**config.mk**
```make
export PLATFORM = sky130hd
export DESIGN_NAME = sd_bringup_seq
export DESIGN_NICKNAME = d
export VERILOG_FILES = /design/src/rtl/sd_init_pkg.sv /design/src/rtl/sd_init_timer.sv /design/src/rtl/sd_init_cmdgen.sv /design/src/rtl/sd_bringup_seq.sv
export SDC_FILE = /design/constraint.sdc
export NUM_CORES = 1
export LEC_CHECK = 0
export BUFFER_PORTS_ARGS = -buffer_cell sky130_fd_sc_hd__buf_4
export CORE_ASPECT_RATIO = 1.75
export CORE_MARGIN = 8
export CORE_UTILIZATION = 40
export DETAILED_ROUTE_END_ITERATION = 8
export PLACE_DENSITY = 0.66
export SLEW_MARGIN = 20
export SYNTH_ARGS = -nofsm -noshare
export SYNTH_HDL_FRONTEND = slang
export SYNTH_SLANG_ARGS = --single-unit
```
**constraint.sdc**
```tcl
create_clock -name clk -period 3.25 [get_ports clk]
set_clock_uncertainty 0.15 [all_clocks]
set_input_delay 0.1625 -clock clk [delete_from_list [all_inputs] [get_ports clk]]
set_output_delay 0.1625 -clock clk [all_outputs]
set_load 0.005 [all_outputs]
```
**src/rtl/sd_init_pkg.sv**
```systemverilog
package sd_init_pkg;

  typedef enum logic [3:0] {
    ST_RST, ST_IFC, ST_P55, ST_OPC, ST_VSW, ST_DAT,
    ST_CID, ST_ADR, ST_SEL, ST_UNL, ST_B55, ST_BUS
  } step_t;

  typedef enum logic [1:0] {PH_IDLE, PH_PRE, PH_ISSUE, PH_WAIT} phase_t;

  localparam logic [3:0] E_NONE   = 4'd0;
  localparam logic [3:0] E_NOVOLT = 4'd1;
  localparam logic [3:0] E_ECHO   = 4'd2;
  localparam logic [3:0] E_POLL   = 4'd3;
  localparam logic [3:0] E_VSW    = 4'd4;
  localparam logic [3:0] E_DAT    = 4'd5;
  localparam logic [3:0] E_ADDR0  = 4'd6;
  localparam logic [3:0] E_TMO    = 4'd7;

  // capacity request bit 30, low-voltage request bit 24, voltage window 23:15
  localparam logic [31:0] OPC_ARG  = 32'h41FF_8000;
  localparam logic [31:0] WIDE_ARG = 32'h0000_0002;

  function automatic logic [5:0] step_index(step_t s);
    case (s)
      ST_IFC:         return 6'd8;
      ST_P55, ST_B55: return 6'd55;
      ST_OPC:         return 6'd41;
      ST_VSW:         return 6'd11;
      ST_CID:         return 6'd2;
      ST_ADR:         return 6'd3;
      ST_SEL:         return 6'd7;
      ST_UNL:         return 6'd42;
      ST_BUS:         return 6'd6;
      default:        return 6'd0;
    endcase
  endfunction

  function automatic logic [3:0] timeout_code(step_t s);
    case (s)
      ST_IFC:  return E_NOVOLT;
      ST_VSW:  return E_VSW;
      ST_DAT:  return E_DAT;
      default: return E_TMO;
    endcase
  endfunction

  function automatic logic echo_match(logic [31:0] rsp, logic [11:0] sent);
    return rsp[11:0] == sent;
  endfunction

  function automatic logic [31:0] addr_arg(logic [15:0] a);
    return {a, 16'h0000};
  endfunction

endpackage

```
**src/rtl/sd_init_timer.sv**
```systemverilog
module sd_init_timer #(
  parameter int CW = 8
) (
  input  logic          clk,
  input  logic          rst_n,
  input  logic          clr,
  input  logic          en,
  input  logic [CW-1:0] limit,
  output logic          hit
);
  timeunit 1ns; timeprecision 1ps;

  logic [CW-1:0] cnt;

  always_ff @(posedge clk or negedge rst_n) begin
    if (!rst_n)   cnt <= '0;
    else if (clr) cnt <= '0;
    else if (en)  cnt <= cnt + 1'b1;
  end

  assign hit = en && (cnt == limit - 1'b1);
endmodule

```
**src/rtl/sd_init_cmdgen.sv**
```systemverilog
module sd_init_cmdgen
  import sd_init_pkg::*;
#(
  parameter logic [3:0] SUPPLY_CODE   = 4'h1,
  parameter logic [7:0] CHECK_PATTERN = 8'hA5
) (
  input  step_t       step,
  input  logic [15:0] addr,
  output logic [5:0]  idx,
  output logic [31:0] arg
);
  timeunit 1ns; timeprecision 1ps;

  localparam logic [31:0] IFC_ARG = {20'h0, SUPPLY_CODE, CHECK_PATTERN};

  assign idx = step_index(step);

  always_comb begin
    case (step)
      ST_IFC:         arg = IFC_ARG;
      ST_OPC:         arg = OPC_ARG;
      ST_SEL, ST_B55: arg = addr_arg(addr);
      ST_BUS:         arg = WIDE_ARG;
      default:        arg = 32'h0;
    endcase
  end
endmodule

```
**src/rtl/sd_bringup_seq.sv**
```systemverilog
module sd_bringup_seq
  import sd_init_pkg::*;
#(
  parameter int          PRE_CLKS      = 74,
  parameter int          RESP_TIMEOUT  = 1024,
  parameter int          POLL_MAX      = 1000,
  parameter logic [3:0]  SUPPLY_CODE   = 4'h1,
  parameter logic [7:0]  CHECK_PATTERN = 8'hA5
) (
  input  logic        clk,
  input  logic        rst_n,
  input  logic        start,
  output logic        cmd_start,
  output logic [5:0]  cmd_index,
  output logic [31:0] cmd_arg,
  input  logic        rsp_valid,
  input  logic [31:0] rsp_data,
  input  logic [3:0]  dat_level,
  output logic        volt_sw_req,
  output logic        bus_4bit,
  output logic        busy,
  output logic        done,
  output logic        high_cap,
  output logic        low_volt_ok,
  output logic [15:0] card_addr,
  output logic [3:0]  err_code
);
  timeunit 1ns; timeprecision 1ps;

  localparam int TW_MAX = (PRE_CLKS > RESP_TIMEOUT) ? PRE_CLKS : RESP_TIMEOUT;
  localparam int CW = $clog2(TW_MAX + 1);
  localparam int PW = $clog2(POLL_MAX + 1);
  localparam logic [11:0] IFC_SENT = {SUPPLY_CODE, CHECK_PATTERN};

  phase_t        phase;
  step_t         step;
  logic [PW-1:0] polls;

  // named internal events
  logic          wait_ok, wait_tmo, tmr_clr, tmr_en, tmr_hit;
  logic [CW-1:0] tmr_limit;
  logic          ocr_ready, poll_last, addr_zero, lock_seen, rsp_unused;

  assign wait_ok   = (phase == PH_WAIT) && ((step == ST_DAT) ? (&dat_level) : rsp_valid);
  assign wait_tmo  = (phase == PH_WAIT) && !wait_ok && tmr_hit;
  assign tmr_clr   = start || (phase == PH_ISSUE) || wait_ok;
  assign tmr_en    = (phase == PH_PRE) || (phase == PH_WAIT);
  assign tmr_limit = (phase == PH_PRE) ? CW'(PRE_CLKS) : CW'(RESP_TIMEOUT);
  assign ocr_ready = rsp_data[31];
  assign poll_last = (polls == PW'(POLL_MAX - 1));
  assign addr_zero = (rsp_data[31:16] == 16'h0);
  assign lock_seen = rsp_data[25];
  assign rsp_unused = ^rsp_data;

  assign cmd_start   = (phase == PH_ISSUE);
  assign busy        = (phase != PH_IDLE);
  assign volt_sw_req = (phase == PH_WAIT) && (step == ST_DAT);

  sd_init_timer #(.CW(CW)) u_timer (
    .clk   (clk),
    .rst_n (rst_n),
    .clr   (tmr_clr),
    .en    (tmr_en),
    .limit (tmr_limit),
    .hit   (tmr_hit)
  );

  sd_init_cmdgen #(.SUPPLY_CODE(SUPPLY_CODE), .CHECK_PATTERN(CHECK_PATTERN)) u_cmdgen (
    .step (step),
    .addr (card_addr),
    .idx  (cmd_index),
    .arg  (cmd_arg)
  );

  always_ff @(posedge clk or negedge rst_n) begin
    if (!rst_n) begin
      phase <= PH_IDLE;  step <= ST_RST;  polls <= '0;
      done <= 1'b0;  err_code <= E_NONE;  high_cap <= 1'b0;
      low_volt_ok <= 1'b0;  card_addr <= 16'h0;  bus_4bit <= 1'b0;
    end else if (start) begin
      phase <= PH_PRE;  step <= ST_RST;  polls <= '0;
      done <= 1'b0;  err_code <= E_NONE;  high_cap <= 1'b0;
      low_volt_ok <= 1'b0;  card_addr <= 16'h0;  bus_4bit <= 1'b0;
    end else begin
      case (phase)
        PH_PRE: if (tmr_hit) phase <= PH_ISSUE;
        PH_ISSUE: begin
          // the reset command has no reply: go straight on to the interface check
          if (step == ST_RST) step <= ST_IFC;
          else                phase <= PH_WAIT;
        end
        PH_WAIT: begin
          if (wait_ok) begin
            phase <= PH_ISSUE;
            case (step)
              ST_IFC: begin
                if (echo_match(rsp_data, IFC_SENT)) step <= ST_P55;
                else begin phase <= PH_IDLE; done <= 1'b1; err_code <= E_ECHO; end
              end
              ST_P55: step <= ST_OPC;
              ST_OPC: begin
                if (ocr_ready) begin
                  high_cap    <= rsp_data[30];
                  low_volt_ok <= rsp_data[24];
                  step        <= rsp_data[24] ? ST_VSW : ST_CID;
                end else if (poll_last) begin
                  phase <= PH_IDLE; done <= 1'b1; err_code <= E_POLL;
                end else begin
                  polls <= polls + 1'b1;
                  step  <= ST_P55;
                end
              end
              ST_VSW: begin step <= ST_DAT; phase <= PH_WAIT; end
              ST_DAT: step <= ST_CID;
              ST_CID: step <= ST_ADR;
              ST_ADR: begin
                if (addr_zero) begin
                  phase <= PH_IDLE; done <= 1'b1; err_code <= E_ADDR0;
                end else begin
                  card_addr <= rsp_data[31:16];
                  step      <= ST_SEL;
                end
              end
              ST_SEL: step <= lock_seen ? ST_UNL : ST_B55;
              ST_UNL: step <= ST_B55;
              ST_B55: step <= ST_BUS;
              ST_BUS: begin
                bus_4bit <= 1'b1; phase <= PH_IDLE; done <= 1'b1; err_code <= E_NONE;
              end
              default: begin phase <= PH_IDLE; done <= 1'b1; err_code <= E_TMO; end
            endcase
          end else if (wait_tmo) begin
            phase <= PH_IDLE; done <= 1'b1; err_code <= timeout_code(step);
          end
        end
        default: ;
      endcase
    end
  end
endmodule

```
== Yosys cells after proc, flatten, opt, wreduce, memory -nomap -nowiden ==
Memory sizes are Yosys's and may differ from the RTL's.
Index checks and enable logic that the tools add are counted.
Operators by class
  multiplexer cells: 71
  $add $sub $neg: 3
  reductions and logical operators: 33
  equal/unequal tests: 34
Operators with widths (count)
  $pmux W32 S4: 1
  $mux W16: 5
  $mux W10: 6
  $mux W4: 15
  $pmux W4 S10: 1
  $mux W11: 3
  $ne A4 B4 Y1 const B: 7
  $mux W1: 23
  $mux W2: 11
  $pmux W4 S5: 1
  $eq A4 B3 Y1 const B: 4
  $eq A4 B4 Y1 const B: 4
  $logic_not A16 Y1: 1
  $reduce_and A4 Y1: 4
  $reduce_bool A2 Y1: 8
  $reduce_and A7 Y1: 2
  $eq A12 B9 Y1 const B: 1
  $ne A12 B2 Y1 const B: 1
  $ne A3 B3 Y1 const B: 4
  $add A11 B1 Y11 const B: 1
  $eq A11 B11 Y1: 1
  $sub A11 B1 Y11 const B: 1
  $add A10 B1 Y10 const B: 1
  $eq A10 B10 Y1 const B: 1
  23 further kinds: 34
Word-level totals
  output and inout bits: 65
  input bits: 40
  flip-flop bits (word level): 51
  memory bits (read-only): 96
  memories kept: 1
Memories
  (no name shown): depth 16, bits a word 6, read ports 1, clocked after memory_dff 0, wr ports 0, line sd_init_pkg.sv:24  | case (s)

== Longest topological paths before layout ==
  depth after elaboration: 10
  mapped depth: 9

== Modules after synthesis ==
From an unflattened synthesis, not the netlist that was laid out.
Unflattened totals
  cells, all modules: 385
  area total of the unflattened synthesis: 3560.9 µm²
By module, submodules not included
  sd_bringup_seq: area an instance 2105.8 µm², sequential area each 975.9 µm², instances 1, cells each 212
  sd_init_timer: area an instance 900.9 µm², sequential area each 275.3 µm², instances 1, cells each 100
  sd_init_cmdgen: area an instance 554.3 µm², sequential area each 0.0 µm², instances 1, cells each 73

== Worst setup path after synthesis ==
Ideal clock, no wire load.
  path kind: flip-flop to flip-flop
  start: reg step[1]
  end: reg err_code[0]
  path slack: 0.954 ns
  arrival: 2.018 ns
  library setup time: 0.128 ns
  data required time: 2.972 ns
  cell stages (with the launch flop): 9
  cells stage by stage: dfrtp_1 inv_1 ha_1 and3b_4 mux2i_4 a211oi_2 a311oi_2 a31oi_4 mux2_1
Between the ends
  word-level cells in the longest chain between the ends: 8
  elaborated cells on any way between the ends: 30
  classes of those cells: eq/ne (16); mux (7); reduce/logical (7)
Ends and longest elaborated chain
  from (decl): line sd_bringup_seq.sv:36  | step_t step;
  from (signal assigned): line sd_bringup_seq.sv:105  | step <= rsp_data[24] ? ST_VSW : ST_CID;
  from (signal assigned): line sd_bringup_seq.sv:124  | ST_SEL: step <= lock_seen ? ST_UNL : ST_B55;
  parallel branches: the longest is 8 deep, another holds $reduce_or A7 Y1
  to (signal assigned): line sd_bringup_seq.sv:78  | done <= 1'b0; err_code <= E_NONE; high_cap <= 1'b0;
  to (signal assigned): line sd_bringup_seq.sv:82  | done <= 1'b0; err_code <= E_NONE; high_cap <= 1'b0;
  to (signal assigned): line sd_bringup_seq.sv:98  | else begin phase <= PH_IDLE; done <= 1'b1; err_code <= E_ECHO; end
  to (decl): line sd_bringup_seq.sv:26  | output logic [3:0] err_code
Several ways; the timed one is not identified. The select of a mux whose other input is x is not followed.
A chain may end at the register's enable or synchronous reset.

== Worst setup path in the final report ==
  start: reg step[2]
  end: out cmd_arg[20]
Between the ends
  word-level cells in the longest chain between the ends: 3
  elaborated cells on any way between the ends: 7
  classes of those cells: eq/ne (5); mux (1); reduce/logical (1)
Ends and longest elaborated chain
  $eq A4 B4 Y1: line sd_init_cmdgen.sv:19  | case (step)
  $reduce_or A2 Y1: line sd_init_cmdgen.sv:19
  $pmux W32 S4 (*): line sd_init_cmdgen.sv:19
  to (decl): line sd_bringup_seq.sv:15  | output logic [31:0] cmd_arg,
Every way passes the cells marked *; elsewhere a longest branch is shown, timed or not.

==> impl_summary.md <==
Floorplan
The die area is 11300 µm². The floorplan has 43 rows. The count of boundary I/O pins is 105.

The die is 83.7 µm wide. For this configuration, the core starts out at a cell density of 0.409. The core box area is 7860 µm². The floorplan step set the die height to 134 µm.

Clock tree
At the later pin of the worst-skew pair, clock insertion delay measures 290 ps. Counting every sink on the clock net gives 50. The number of gates resized after CTS was 0. After clock tree synthesis, the clock-pin slew on the worst setup and hold paths is 70 ps.

The number of buffers between clock root and the deepest sink is 2. In this run the number of H-tree levels came out at 2. The number of clock buffers added by TritonCTS is 5.

The tree is rooted in a clkbuf_16. TritonCTS built the clock tree.

Yosys
The average instance in the mapped netlist occupies 9.12 µm². The most frequent cell after synthesis is dfrtp_1. The leading register cell type out of synthesis is dfrtp_1.

Of the post-synthesis cell area, the dominant cell type holds 0.390. The post-synth design cell area is 3210 µm². For this run, the register share of the synthesized area comes to 0.390. After synthesis the netlist holds a flip-flop and latch count of 50.

The number of warnings printed during yosys synthesis is 0. Yosys mapped a number of flops with a built-in enable equal to 0. Synthesis handed over a netlist of 352 instances.

By count the netlist is led by 50 x dfrtp_1, 45 x nor2_1, 29 x nand2_1. Of all flip-flops after synthesis, the portion carrying an async set or reset was 1.00. The number of distinct standard cells referenced by the synthesized netlist is 67. The largest total area in the synthesized netlist belongs to dfrtp_1. After synthesis, the cell types taking the most area are dfrtp_1 39%, nor2_1 5.3%, a22o_1 4.4%, buf_4 3.5%, nand2_1 3.4%.

Routing
The detailed-router iteration count before antenna repair is 4. The number of nets still failing antenna checks after routing is 0. The detailed router placed 2915 vias in this run. The first routing iteration left 144 violations. The number of DRC violations after detailed routing is 0. The number of vias per cell is 5.41.

The final layout contains routed wiring with a total length of 9.25 mm. After detailed routing, the average wire length per cell comes to 17.2 µm.

Global route
The total congestion overflow is 0. The wire length of the first global-routing pass is 15.5 mm. Entering global routing, the biggest net connects 51 pins. The via count of the first global-routing pass came to 3120. The initial antenna violation count is 0. The total global-route track usage is 0.163.

Setup path
The kind of start point of the critical path is a flop. The worst setup path is of the flop to output pin kind. The slowest library cell on the worst path is nor2_1. The logic depth of the worst register-to-register path is 5.

The critical path crosses 5 cells after its start point. The maximum net fanout on the critical path is 18. The arrival time reported for the critical path endpoint is 2370 ps. The buffers plus inverters on the worst setup path is 2. The signal on the critical path passes through inv_1, nand2_1, nor2_1, a21o_1, buf_4. STA puts the critical path data required time at 2940 ps. The cell family contributing the most delay on the critical path is simple AND/OR/NAND/NOR gates. The critical path's largest stage delay is 710 ps. The kind of end point of the critical path is an output pin.

Place
Once detailed placement completed, the half-perimeter wirelength came to 7.03 mm. The number of cells in the design after placement is 515. The number of buffer cells added on primary ports is 90. The final RePlAce weighted congestion is 0.908.

Pwr
Summing internal, switching and leakage power gives 1.76 mW. Dividing total power by cell area gives a power density of 413 nW/µm². VDD sags by at most 0.372 mV. The leakage power of the design is 2.04 nW.

Finish
The fill cell total of the finished layout is 729. The diode insertion count for antenna repair is 0. The area growth from synthesis to layout is 32.4%. The net count of the finished layout is 494. Measured on the finished design, the core utilization comes to 0.541.

The fraction of final layout cells with drive strength greater than 1 is 0.276. The finished layout holds 539 standard cells, fillers aside.

STA
For the pin with the worst max-slew slack, the measured transition is 1010 ps. The worst relative slew slack is 0.322. The count of final setup violators is 0. The hold violation count in the final report was 0. The fmax is 0.372 GHz.

Setup repair after global routing left no endpoint under its margin. In the finished design, the share of the clock period the worst path needs comes to 0.826. For the final routed database, the setup TNS stands at 0 ps. The clock period could shrink to 2690 ps.

The count of pins over their slew limit is 0.

Hold path
The instance count along the most critical hold path is 2. The tightest min-delay check is of the input port to flop type.

Run
The reported max-cap violation count is 0.

Status
The run finished with clean final reports.
==> power by group <==
part	internal [mW]	total (mW)	switching, mW
Clock	0.462	0.689	0.227
Combinational	0.189	0.395	0.206
Sequential	0.643	0.672	0.0286
==> layout make-up <==
cell class	instances	area, µm²	share of cell area
sequential	50	1250	0.294
inverter	11	41.3	0.00972
tap	90	113	0.0265
multi-input combinational	269	1770	0.417
clock inverter	2	60.1	0.0141
timing repair buffer	111	873	0.206
clock buffer	6	139	0.0327
==> stage by stage <==
step                area, µm²  setup slack [ps]  hold WS (ps)
detailed placement       3890               663          91.2
global route             4250               344          48.3
finish                   4250               565          42.5
global placement         3890               713          82.8
floorplan                3240               954          -283
CTS                      4250               555          37.0
==> cells in the final DEF, fill, tap and decap left out, types with 2 or more instances in the layout <==
| cell | synthesis | routed |
|---|---|---|
| mux2_1 | 3 | 3 |
| o21ai_0 | 12 | 12 |
| o22ai_1 | 3 | 3 |
| mux2_2 | 3 | 3 |
| a22o_1 | 16 | 16 |
| nand3_1 | 7 | 7 |
| a31oi_1 | 2 | 2 |
| nand2_1 | 29 | 29 |
| nor2_1 | 45 | 45 |
| dfrtp_1 | 50 | 50 |
| a21oi_1 | 13 | 13 |
| nor2b_1 | 5 | 5 |
| nor4_1 | 6 | 6 |
| and2_1 | 10 | 10 |
| bufinv_16 | 0 | 2 |
| nand4_1 | 6 | 6 |
| xnor2_1 | 8 | 8 |
| ha_1 | 6 | 6 |
| inv_1 | 11 | 11 |
| a21o_1 | 10 | 10 |
| nor3b_1 | 2 | 2 |
| clkbuf_16 | 0 | 5 |
| nor3_1 | 12 | 12 |
| o21a_1 | 2 | 2 |
| buf_4 | 15 | 95 |
| xor2_1 | 9 | 9 |
| a32oi_1 | 2 | 2 |
| dlygate4sd3_1 | 0 | 16 |
| conb_1 | 1 | 10 |
| mux2i_1 | 4 | 4 |
| and4_1 | 2 | 2 |
| nand4_2 | 2 | 2 |
| nand2b_1 | 2 | 2 |
| a211oi_1 | 2 | 2 |
| and3_1 | 4 | 4 |
==> sequential cells by signal (all words and copies together) (netlist names), 2 cells and up <==
name and flops:
polls 10, card_addr 16, err_code 3, phase 2, u_timer.cnt 11, step 4
==> logic make-up (layout without fill, tap and decap cells) <==
logic type / after synthesis / count (layout) / share of synthesized area
and+or+nand+nor: 146 / 146 / 0.246
AOI/OAI and AO/OA: 79 / 79 / 0.184
DFF: 50 / 50 / 0.390
buffers and inverters: 42 / 130 / 0.0686
xor gates and xnor gates: 17 / 17 / 0.0464
muxes: 11 / 11 / 0.0405
adders and majority gates: 6 / 6 / 0.0234
other: 1 / 10 / 0.00117
==> final timing paths <==
| path | startpoint | end | slack (ps) |
|---|---|---|---|
| worst max-delay path | step[2]$_DFFE_PN0P_ | cmd_arg[20] | 560 |
| worst min-delay path | rsp_data[31] | step[2]$_DFFE_PN0P_ | 40 |
| worst max register to register | step[2]$_DFFE_PN0P_ | card_addr[5]$_DFFE_PN0P_ | 640 |
| worst min register to register | err_code[2]$_DFFE_PN0P_ | err_code[2]$_DFFE_PN0P_ | 350 |
| max in group asynchronous | rst_n | u_timer.cnt[9]$_DFFE_PN0P_ | 2220 |
| min in group asynchronous | rst_n | polls[3]$_DFFE_PN0P_ | 290 |
==> metal layers <==
metal / global-route usage / wire length [µm] / up-vias
met5: 0 / 0 / -
met4: 0.0473 / 129 / 0
met3: 0.0398 / 404 / 12
met2: 0.317 / 5290 / 60
met1: 0.164 / 3430 / 1413
li1: - / - / 1430
==> repair_timing <==
item / CTS / global route
buffers inserted: 0 / 0
hold endpoints to repair: 65 / 0
hold buffers: 16 / 0
No activity file was read; power rests on OpenSTA's default activity.
